===== src/rtl/eep_pkg.sv =====
package eep_pkg;

    localparam logic [3:0] DEV_TYPE = 4'b1010;
    localparam logic [3:0] LAST_BIT = 4'd8;

    typedef enum logic [2:0] {
        ST_IDLE,
        ST_RX,
        ST_RX_ACK,
        ST_TX,
        ST_TX_ACK
    } phase_e;

    typedef enum logic [1:0] {
        RX_SEL,
        RX_ADDR,
        RX_DATA
    } rx_kind_e;

    typedef struct packed {
        logic scl_hi;
        logic scl_rise;
        logic scl_fall;
        logic sda;
        logic start;
        logic stop;
    } line_ev_t;

    typedef struct packed {
        logic [3:0] dev_type;
        logic [2:0] sub;
        logic       rd;
    } sel_byte_t;

    // Sub-address bits still compared with straps once hi_bits are address.
    function automatic logic [2:0] ce_mask(int hi_bits);
        return 3'(3'b111 << hi_bits);
    endfunction

    function automatic logic sel_match(sel_byte_t s, logic [2:0] strap,
                                       logic [2:0] mask);
        return (s.dev_type == DEV_TYPE) && (((s.sub ^ strap) & mask) == 3'b000);
    endfunction

endpackage


===== src/rtl/eep_line_sync.sv =====
module eep_line_sync
    import eep_pkg::*;
#(
    parameter int SYNC_STAGES = 2
) (
    input  logic     clk,
    input  logic     rst,
    input  logic     scl_raw,
    input  logic     sda_raw,
    output line_ev_t ev
);
    localparam int PW = SYNC_STAGES + 1;

    logic [PW-1:0] scl_pipe;
    logic [PW-1:0] sda_pipe;

    always_ff @(posedge clk) begin
        if (rst) begin
            scl_pipe <= '1;
            sda_pipe <= '1;
        end else begin
            scl_pipe <= {scl_pipe[PW-2:0], scl_raw};
            sda_pipe <= {sda_pipe[PW-2:0], sda_raw};
        end
    end

    logic scl_now, scl_prev, sda_now, sda_prev;
    assign scl_now  = scl_pipe[PW-2];
    assign scl_prev = scl_pipe[PW-1];
    assign sda_now  = sda_pipe[PW-2];
    assign sda_prev = sda_pipe[PW-1];

    always_comb begin
        ev.scl_hi   = scl_now;
        ev.scl_rise = scl_now & ~scl_prev;
        ev.scl_fall = ~scl_now & scl_prev;
        ev.sda      = sda_now;
        ev.start    = scl_now & scl_prev & sda_prev & ~sda_now;
        ev.stop     = scl_now & scl_prev & ~sda_prev & sda_now;
    end

endmodule


===== src/rtl/eep_addr_ctr.sv =====
module eep_addr_ctr #(
    parameter int ADDR_W = 9,
    parameter int PAGE_W = 4
) (
    input  logic              clk,
    input  logic              rst,
    input  logic              load,
    input  logic [ADDR_W-1:0] load_val,
    input  logic              inc_seq,
    input  logic              inc_page,
    output logic [ADDR_W-1:0] addr
);
    always_ff @(posedge clk) begin
        if (rst) begin
            addr <= '0;
        end else if (load) begin
            addr <= load_val;
        end else if (inc_seq) begin
            addr <= addr + 1'b1;
        end else if (inc_page) begin
            addr <= {addr[ADDR_W-1:PAGE_W], addr[PAGE_W-1:0] + 1'b1};
        end
    end

    AST_PAGE_ROW_KEPT: assert property (@(posedge clk) disable iff (rst)
        (inc_page && !load && !inc_seq) |=> (addr[ADDR_W-1:PAGE_W] == $past(addr[ADDR_W-1:PAGE_W])));

    AST_SEQ_WRAPS: assert property (@(posedge clk) disable iff (rst)
        (inc_seq && !load && (addr == '1)) |=> (addr == '0));

endmodule


===== src/rtl/eep_proto_fsm.sv =====
module eep_proto_fsm
    import eep_pkg::*;
#(
    parameter int ADDR_W = 9
) (
    input  logic              clk,
    input  logic              rst,
    input  line_ev_t          ev,
    input  logic              wp,
    input  logic              busy,
    input  logic [2:0]        strap,
    input  logic [ADDR_W-1:0] addr,
    input  logic [7:0]        rd_data,
    output logic              sda_pull,
    output logic              ld,
    output logic [ADDR_W-1:0] ld_val,
    output logic              inc_seq,
    output logic              inc_page,
    output logic              wr_valid,
    output logic [ADDR_W-1:0] wr_addr,
    output logic [7:0]        wr_data,
    output logic              wr_commit
);
    localparam int         HI_BITS = ADDR_W - 8;
    localparam logic [2:0] CE_MASK = ce_mask(HI_BITS);

    phase_e     phase;
    phase_e     after_ack;
    rx_kind_e   kind;
    logic [3:0] bit_cnt;
    logic [7:0] shreg;
    logic [7:0] tx_sh;
    logic [2:0] sel_sub;
    logic       wr_pend;
    logic       mst_ack;

    // Byte address joined with the high bits carried by the select byte.
    logic [ADDR_W-1:0] asm_addr;
    for (genvar b = 0; b < ADDR_W; b++) begin : g_asm
        if (b < 8) begin : g_lo
            assign asm_addr[b] = shreg[b];
        end else begin : g_hi
            assign asm_addr[b] = sel_sub[b-8];
        end
    end

    logic sel_ok;
    assign sel_ok = sel_match(sel_byte_t'(shreg), strap, CE_MASK);

    always_ff @(posedge clk) begin
        ld        <= 1'b0;
        inc_seq   <= 1'b0;
        inc_page  <= 1'b0;
        wr_valid  <= 1'b0;
        wr_commit <= 1'b0;
        if (rst) begin
            phase     <= ST_IDLE;
            after_ack <= ST_IDLE;
            kind      <= RX_SEL;
            bit_cnt   <= '0;
            shreg     <= '0;
            tx_sh     <= '0;
            sel_sub   <= '0;
            wr_pend   <= 1'b0;
            mst_ack   <= 1'b0;
            sda_pull  <= 1'b0;
            ld_val    <= '0;
            wr_addr   <= '0;
            wr_data   <= '0;
        end else if (busy) begin
            phase    <= ST_IDLE;
            sda_pull <= 1'b0;
            wr_pend  <= 1'b0;
        end else if (ev.start) begin
            phase    <= ST_RX;
            kind     <= RX_SEL;
            bit_cnt  <= '0;
            sda_pull <= 1'b0;
            wr_pend  <= 1'b0;
        end else if (ev.stop) begin
            // Commit only when the stop follows a data acknowledge slot.
            if (phase == ST_RX && kind == RX_DATA && bit_cnt == 4'd1 && wr_pend) begin
                wr_commit <= 1'b1;
            end
            phase    <= ST_IDLE;
            sda_pull <= 1'b0;
            wr_pend  <= 1'b0;
        end else begin
            case (phase)
                ST_RX: begin
                    if (ev.scl_rise && bit_cnt != LAST_BIT) begin
                        shreg   <= {shreg[6:0], ev.sda};
                        bit_cnt <= bit_cnt + 4'd1;
                    end else if (ev.scl_fall && bit_cnt == LAST_BIT) begin
                        phase     <= ST_RX_ACK;
                        after_ack <= ST_RX;
                        case (kind)
                            RX_SEL: begin
                                if (sel_ok) begin
                                    sda_pull <= 1'b1;
                                    sel_sub  <= shreg[3:1];
                                    if (shreg[0]) begin
                                        after_ack <= ST_TX;
                                    end else begin
                                        kind <= RX_ADDR;
                                    end
                                end else begin
                                    after_ack <= ST_IDLE;
                                end
                            end
                            RX_ADDR: begin
                                sda_pull <= 1'b1;
                                ld_val   <= asm_addr;
                                ld       <= 1'b1;
                                kind     <= RX_DATA;
                            end
                            default: begin
                                if (!wp) begin
                                    sda_pull <= 1'b1;
                                    wr_valid <= 1'b1;
                                    wr_addr  <= addr;
                                    wr_data  <= shreg;
                                    inc_page <= 1'b1;
                                    wr_pend  <= 1'b1;
                                end
                            end
                        endcase
                    end
                end
                ST_RX_ACK: begin
                    if (ev.scl_fall) begin
                        bit_cnt <= '0;
                        if (after_ack == ST_TX) begin
                            tx_sh    <= rd_data;
                            sda_pull <= ~rd_data[7];
                            inc_seq  <= 1'b1;
                            phase    <= ST_TX;
                        end else begin
                            sda_pull <= 1'b0;
                            phase    <= after_ack;
                        end
                    end
                end
                ST_TX: begin
                    if (ev.scl_rise) begin
                        bit_cnt <= bit_cnt + 4'd1;
                    end else if (ev.scl_fall) begin
                        if (bit_cnt == LAST_BIT) begin
                            sda_pull <= 1'b0;
                            mst_ack  <= 1'b0;
                            phase    <= ST_TX_ACK;
                        end else begin
                            tx_sh    <= {tx_sh[6:0], 1'b0};
                            sda_pull <= ~tx_sh[6];
                        end
                    end
                end
                ST_TX_ACK: begin
                    if (ev.scl_rise) begin
                        mst_ack <= ~ev.sda;
                    end else if (ev.scl_fall) begin
                        bit_cnt <= '0;
                        if (mst_ack) begin
                            tx_sh    <= rd_data;
                            sda_pull <= ~rd_data[7];
                            inc_seq  <= 1'b1;
                            phase    <= ST_TX;
                        end else begin
                            sda_pull <= 1'b0;
                            phase    <= ST_IDLE;
                        end
                    end
                end
                default: begin
                    sda_pull <= 1'b0;
                end
            endcase
        end
    end

    AST_IDLE_RELEASED: assert property (@(posedge clk) disable iff (rst)
        (phase == ST_IDLE) |-> !sda_pull);

    AST_BUSY_SILENT: assert property (@(posedge clk) disable iff (rst)
        busy |=> !sda_pull);

    AST_NO_PROTECTED_WRITE: assert property (@(posedge clk) disable iff (rst)
        wr_valid |-> !$past(wp));

    AST_COMMIT_AT_STOP: assert property (@(posedge clk) disable iff (rst)
        wr_commit |-> $past(ev.stop));

    AST_DRIVE_ON_SCL_LOW: assert property (@(posedge clk) disable iff (rst)
        (!$stable(sda_pull) && !$past(ev.start) && !$past(ev.stop) && !$past(busy))
        |-> !$past(ev.scl_hi));

endmodule


===== src/rtl/i2c_eeprom_slave.sv =====
module i2c_eeprom_slave
    import eep_pkg::*;
#(
    parameter int ADDR_W      = 9,
    parameter int PAGE_W      = 4,
    parameter int SYNC_STAGES = 2
) (
    input  logic              clk,
    input  logic              rst,
    input  logic              scl_in,
    input  logic              sda_in,
    output logic              sda_pull,
    input  logic              wp_in,
    input  logic [2:0]        strap_ce,
    input  logic              busy_in,
    output logic [ADDR_W-1:0] rd_addr,
    input  logic [7:0]        rd_data,
    output logic              wr_valid,
    output logic [ADDR_W-1:0] wr_addr,
    output logic [7:0]        wr_data,
    output logic              wr_commit
);
    line_ev_t          ev;
    logic              ctr_ld;
    logic [ADDR_W-1:0] ctr_ld_val;
    logic              ctr_inc_seq;
    logic              ctr_inc_page;
    logic [ADDR_W-1:0] ctr_addr;

    eep_line_sync #(.SYNC_STAGES(SYNC_STAGES)) u_sync (
        .clk     (clk),
        .rst     (rst),
        .scl_raw (scl_in),
        .sda_raw (sda_in),
        .ev      (ev)
    );

    eep_proto_fsm #(.ADDR_W(ADDR_W)) u_fsm (
        .clk       (clk),
        .rst       (rst),
        .ev        (ev),
        .wp        (wp_in),
        .busy      (busy_in),
        .strap     (strap_ce),
        .addr      (ctr_addr),
        .rd_data   (rd_data),
        .sda_pull  (sda_pull),
        .ld        (ctr_ld),
        .ld_val    (ctr_ld_val),
        .inc_seq   (ctr_inc_seq),
        .inc_page  (ctr_inc_page),
        .wr_valid  (wr_valid),
        .wr_addr   (wr_addr),
        .wr_data   (wr_data),
        .wr_commit (wr_commit)
    );

    eep_addr_ctr #(.ADDR_W(ADDR_W), .PAGE_W(PAGE_W)) u_ctr (
        .clk      (clk),
        .rst      (rst),
        .load     (ctr_ld),
        .load_val (ctr_ld_val),
        .inc_seq  (ctr_inc_seq),
        .inc_page (ctr_inc_page),
        .addr     (ctr_addr)
    );

    assign rd_addr = ctr_addr;

endmodule


===== config.mk =====
export PLATFORM = sky130hd
export DESIGN_NAME = i2c_eeprom_slave
export DESIGN_NICKNAME = d
export VERILOG_FILES = /design/src/rtl/eep_pkg.sv /design/src/rtl/eep_line_sync.sv /design/src/rtl/eep_addr_ctr.sv /design/src/rtl/eep_proto_fsm.sv /design/src/rtl/i2c_eeprom_slave.sv
export SDC_FILE = /design/constraint.sdc
export NUM_CORES = 1
export LEC_CHECK = 0
export BUFFER_PORTS_ARGS = -buffer_cell sky130_fd_sc_hd__buf_2
export CAP_MARGIN = 20
export CORE_ASPECT_RATIO = 0.5
export CORE_MARGIN = 2
export CORE_UTILIZATION = 43
export CTS_CLUSTER_SIZE = 16
export DETAILED_ROUTE_END_ITERATION = 12
export PLACE_DENSITY_LB_ADDON = 0.1
export SYNTH_ARGS = -nofsm -noshare
export SYNTH_HDL_FRONTEND = slang
export SYNTH_SLANG_ARGS = --single-unit

===== constraint.sdc =====
create_clock -name clk -period 2 [get_ports clk]
set_input_delay 0.4 -clock clk [delete_from_list [all_inputs] [get_ports clk]]
set_output_delay 0.4 -clock clk [all_outputs]
set_load 0.005 [all_outputs]

# Word level (Yosys, flattened, before mapping)
# Index checks and enable logic that the tools add are counted.
[word_totals]
register_bits = 76
in_bits = 17
out_inout_bits = 29
word_cells = 195
[classes]
reduce_logical = 37
n_bitwise = 22
eq_ne = 40
muxes = 71
addsub = 3
[op_table]
columns = ["cell", "count"]
rows = [
  ["7-bit two-way mux", 8],
  ["8-bit AND reduction", 4],
  ["3-bit two-way mux", 10],
  ["4-bit two-way mux", 7],
  ["9-bit AND reduction", 3],
  ["1-bit two-way mux", 26],
  ["4-bit != test (second input constant)", 6],
  ["7-bit case mux with 3 select lines", 1],
  ["2-bit two-way mux", 10],
  ["9-bit two-way mux", 2],
  ["2-bit by 1-bit != test with 1-bit output (second input constant)", 8],
  ["4-bit by 3-bit != test with 1-bit output (second input constant)", 4],
  ["4-bit case mux with 4 select lines", 1],
  ["1-bit inverter", 14],
  ["2-bit != test (second input constant)", 6],
  ["3-bit case mux with 4 select lines", 1],
  ["12-bit AND reduction", 1],
  ["6-bit AND reduction", 2],
  ["5-bit AND reduction", 2],
  ["9-bit by 1-bit adder with 9-bit output (second input constant)", 1],
  ["3-bit by 2-bit == test with 1-bit output (second input constant)", 3],
  ["3-bit by 2-bit != test with 1-bit output (second input constant)", 3],
  ["3-bit != test (second input constant)", 3],
  ["3-bit nonzero test", 3],
  ["other kinds (24)", 44],
]

# Longest topological paths before layout
[logic_depth]
depth_word = 10
ltp_mapped = 10
ltp_nobuf = 7

# Hierarchy
# A second synthesis with hierarchy kept.
[unflattened]
hier_cells = 423
area_unflattened_um2 = 3604.7
[modules_own_cells]
columns = ["mod", "instances", "area_per_inst_um2", "cells_per_inst"]
rows = [
  ["eep_proto_fsm", 1, 2876.5, 342],
  ["eep_addr_ctr", 1, 523.0, 63],
  ["eep_line_sync", 1, 205.2, 18],
]

# Least setup slack after synthesis
# No wires, ideal clock.
[synth_timing]
kind = "reg2reg"
start = "reg u_fsm.bit_cnt[0]"
end = "reg u_fsm.wr_addr[8]"
required_time_ns = 1.868
stages_incl_launch_ff = 11
synth_period_minus_slack_ns = 1.784
slack_ns = 0.216
setup_time_ns = 0.132
t_arrival_ns = 1.652
cell_sequence = "dfxtp_1 inv_1 ha_1 and3b_1 and3_1 buf_4 and4b_1 buf_4 buf_6 nand2_1 a21oi_1"
[synth_between]
elab_chain_cells = 4
word_cells_on_any_way = 6
cone_classes = "eq/ne (2); bitwise (1); reduce/logical (3)"
[synth_rtl]
columns = ["item", "line_no", "text"]
rows = [
  ["start: declaration", "eep_proto_fsm.sv:30", "logic [3:0] bit_cnt;"],
  ["start signal: assignment", "eep_proto_fsm.sv:93", "bit_cnt <= bit_cnt + 4'd1;"],
  ["start signal: assignment", "eep_proto_fsm.sv:146", "bit_cnt <= bit_cnt + 4'd1;"],
  ["4-bit != test", "eep_proto_fsm.sv:91", "if (ev.scl_rise && bit_cnt != LAST_BIT) begin"],
  ["1-bit logical AND", "eep_proto_fsm.sv:91", ""],
  ["1-bit inverter (no source line)", "-", ""],
  ["8-bit AND reduction (no source line) *", "-", ""],
  ["end signal: assignment", "eep_proto_fsm.sv:121", "wr_addr <= addr;"],
  ["end: declaration", "eep_proto_fsm.sv:20", "output logic [ADDR_W-1:0] wr_addr,"],
]
# Every way passes the cells marked *; elsewhere a longest branch is shown, timed or not.
# A chain may end at the register's enable or synchronous reset.

# Worst setup path after layout
[layout_timing]
start = "reg u_fsm.bit_cnt[0]"
end = "reg u_fsm.sel_sub[0]"
[layout_between]
elab_chain_cells = 4
word_cells_on_any_way = 6
cone_classes = "eq/ne (2); bitwise (1); reduce/logical (3)"
[layout_rtl]
columns = ["item", "line_no", "text"]
rows = [
  ["4-bit != test", "eep_proto_fsm.sv:91", ""],
  ["1-bit logical AND", "eep_proto_fsm.sv:91", ""],
  ["1-bit inverter (no source line)", "-", ""],
  ["8-bit AND reduction (no source line) *", "-", ""],
  ["end signal: assignment", "eep_proto_fsm.sv:101", "sel_sub <= shreg[3:1];"],
  ["end: declaration", "eep_proto_fsm.sv:33", "logic [2:0] sel_sub;"],
]
# Marked as above.

==> qor.yml <==
route:
  first_pass_iters: 4
  detailroute.via_count: 2951
  vias_per_cell: 5.25
  route.antenna.remaining_nets: 0
  route.detailed.drc: 0
  drt-total-wl_um: 7780
  drtIter0Drc: 113
  wire_per_inst_um: 13.8
place:
  placement.setup.worst_slack_ps: 34.6
  place_congestion: 0.849
  io_buffers: 44
  hpwlAfterDp_um: 5440
  post_dp_cell_area_um2: 3880
  place_inst: 544
cells_and_area:
  antennaDiodeCount: 0
  final_nets: 466
  final_design_area_no_fill_um2: 4250
  num-fill-cells: 774
  leading_cell_type_in_the_layout_fill_and_taps_excluded: "sky130_fd_sc_hd__dfxtp_1"
  post_layout_nonfiller_instances: 562
  share_of_cells_above_drive_strength_1_pct: 24.0
  highest_count_cells_in_the_layout_ignoring_fill_and_taps: "sky130_fd_sc_hd__dfxtp_1 (75), sky130_fd_sc_hd__nand2_1 (49), sky130_fd_sc_hd__nor2_1 (48), sky130_fd_sc_hd__buf_2 (44), sky130_fd_sc_hd__a21oi_1 (37)"
  syn_to_final_growth_pct: 21.1
pwr:
  power.leakage_nw: 1.87
  vdd_drop_max_mv: 0.434
  power_density_of_the_placed_cells_nw_per_um2: 801
timing:
  hold_slack_ps: 251
  rsz0062_at_grt: "false"
  timing.fmax_mhz: 531
  maxSlewHeadroom_pct: 66.5
  finalHoldViolations: 0
  skew_ps: 7.38
  finalCriticalPeriod_ps: 1880
  worst_pin_slew_ps: 503
  worst_slack_ps: 116
  setup-tns-final_ps: 0
  final-setup-viol-count: 0
  final_max_slew_viol_count: 0
  portion_of_the_clock_cycle_consumed_by_the_worst_path_in_the_final_layout_pct: 94.2
cts:
  cts_sinks: 75
  tritoncts_buffers: 9
  cts_tree: "done"
  clk_pin_slew_worst_paths_ps: 60
  clock_latency_on_the_worst_skew_pair_ps: 330
  ctsHtreeMaxLevel: 3
  cts_hold_buffers: 0
  ctsLongestPathBuffers: 2
  root_buffer_master: "sky130_fd_sc_hd__clkbuf_16"
synth:
  post_synth.cell_area_avg_um2: 8.93
  yosys_warnings: 0
  yosys.area_share.xor_xnor_pct: 2.74
  synth-async-reset-ratio_pct: 0
  synth_flop_cell: "sky130_fd_sc_hd__dfxtp_1"
  synth_compound_area_share_pct: 16.6
  postSynthRegisterBits: 75
  largest_family_of_logic_cells_by_synthesized_area: "simple AND/OR/NAND/NOR gates"
  post_synth_and_or_nand_nor_area_fraction_pct: 24.2
  syn_area_um2: 3510
  synth-seq-area-share_pct: 42.8
  yosys-mux-area-fraction_pct: 6.84
  syn-instance-count: 393
  synth_enable_flop_cells: 0
  mappedNetlistNets: 414
  adder_and_majority_cell_fraction_of_the_synthesized_area_pct: 1.43
  yosysUniqueCellTypes: 65
setup_path:
  worst_setup_path_end_kind: "flop"
  worst_ep_arrival_time_ps: 2080
  crit_path_start: "u_fsm.bit_cnt[0]"
  peak_per_stage_delay_on_the_critical_path_ps: 350
  cell_type_of_the_slowest_stage_on_the_worst_timing_path: "sky130_fd_sc_hd__o41ai_1"
  timing_worst_setup_path_type: "reg2reg"
  cells_along_the_critical_path: "inv_1 > ha_2 > and3b_1 > and3_2 > nand2_1 > o41ai_1 > a21oi_1"
  worst-path-max-fanout: 8
  critical_path.startpoint_type: "flop"
  reg2reg_from: "u_fsm.bit_cnt[0]"
  worst_ep_required_ps: 2200
floorplanning:
  rows: 23
  design.die.area_um2: 8950
  die_height_um: 67.9
  initial_core_utilization_pct: 44.0
  die_x_um: 132
  coreArea_um2: 7970
  num_io_pins: 46
grt:
  global_route_wire_length_before_repair_um: 12900
  number_of_antenna_violations_at_the_first_check_in_global_routing: 0
  globalRoute.totalOverflow: 0
  first_global_vias: 2753
  grtUsageTotal_pct: 18.2
  grt_max_degree: 50
run_status:
  run_status: "finished clean"
min_path:
  hold_class: "in2reg"
  timing.hold.worst.start: "sda_in"
flow_run:
  drv_cap: 0
## registers in the layout, indices dropped and copies added, names as in the netlist
register,flops
u_ctr.addr,9
u_fsm.ld_val,9
u_fsm.wr_addr,9
u_fsm.shreg,8
u_fsm.wr_data,8
u_fsm.tx_sh,7
u_fsm.bit_cnt,4
u_fsm.phase,3
u_sync.scl_pipe,3
u_sync.sda_pipe,3
u_fsm.after_ack,2
u_fsm.kind,2
u_fsm.inc_page,1
u_fsm.inc_seq,1
u_fsm.ld,1
u_fsm.mst_ack,1
u_fsm.sda_pull,1
u_fsm.sel_sub,1
u_fsm.wr_commit,1
u_fsm.wr_pend,1
## Yosys cell counts (4+ instances only)
library cell,count,area (um^2)
sky130_fd_sc_hd__inv_1,5,18.8
sky130_fd_sc_hd__nand2_1,49,184
sky130_fd_sc_hd__buf_2,5,25.0
sky130_fd_sc_hd__nand4_1,4,25.0
sky130_fd_sc_hd__nand3_1,7,35.0
sky130_fd_sc_hd__a21oi_1,37,185
sky130_fd_sc_hd__ha_1,4,50.1
sky130_fd_sc_hd__nor2_1,48,180
sky130_fd_sc_hd__o21ai_0,10,50.1
sky130_fd_sc_hd__mux2i_1,24,240
sky130_fd_sc_hd__nand2b_1,6,37.5
sky130_fd_sc_hd__nor3_1,8,40.0
sky130_fd_sc_hd__nor2b_1,4,25.0
sky130_fd_sc_hd__dfxtp_1,75,1500
sky130_fd_sc_hd__buf_6,5,56.3
sky130_fd_sc_hd__a31oi_1,4,25.0
sky130_fd_sc_hd__a311oi_1,6,52.6
sky130_fd_sc_hd__xor2_1,8,70.1
sky130_fd_sc_hd__clkbuf_1,9,33.8
sky130_fd_sc_hd__or2_2,6,37.5
## what timing repair did
item	4_1_cts	5_1_grt
setup endpoints to repair	1	19
resized for setup	0	3
buffers inserted	2	0
pin swaps	1	0
## logic make-up after synthesis
group | after synthesis
simple gates | 162
mux | 24
flops | 75
compound gates | 86
buf+inv | 31
xor+xnor | 11
fa+ha+maj | 4
## worst paths after layout
| kind | slack (ps) | endpoint | cells past startpoint |
|---|---|---|---|
| max | 120 | u_fsm.sel_sub[0] | 7 |
| min | 250 | u_sync.sda_pipe[0] | 2 |
| max reg2reg | 120 | u_fsm.sel_sub[0] | 7 |
| min reg2reg | 410 | u_sync.sda_pipe[1] | 1 |
## critical path, delay by kind of cell, from the launching register on
family / cells / cell delay (ps)
AOI/OAI and AO/OA: 2 / 460
adders and majority gates: 1 / 220
buffers and inverters: 1 / 110
DFF: 1 / 340
and+or+nand+nor: 3 / 620
## per-stage QoR
stage          power [mW]  utilization [%]
6_report             3.41             53.3
5_1_grt              3.52             53.3
4_1_cts              3.45             53.2
3_5_place_dp         1.67             48.7
3_3_place_gp         1.67             48.7
2_1_floorplan        1.62                -
## power breakdown
| part | switching [mW] | internal, mW |
|---|---|---|
| sequential | 0.00767 | 1.50 |
| clock | 0.660 | 1.11 |
| combinational | 0.0752 | 0.0529 |
## layer usage
metal / wire length [um] / GRT usage, % / up-vias
li1: - / - / 1493
met1: 3780 / 22.4 / 1400
met2: 3660 / 32.1 / 53
met3: 286 / 4.96 / 5
met4: 44 / 5.84 / 0
met5: 0 / 0 / -
## final cells by class
type,instances,area [um^2],share of cell area (%)
Multi-Input combinational cell,287,1830,43.1
Sequential cell,75,1500,35.3
Timing Repair Buffer,67,430,10.1
Clock buffer,10,229,5.39
Tap cell,112,140,3.30
Clock inverter,6,97.6,2.30
Inverter,5,18.8,0.441
Note: power is estimated with default switching activity, not from simulation.
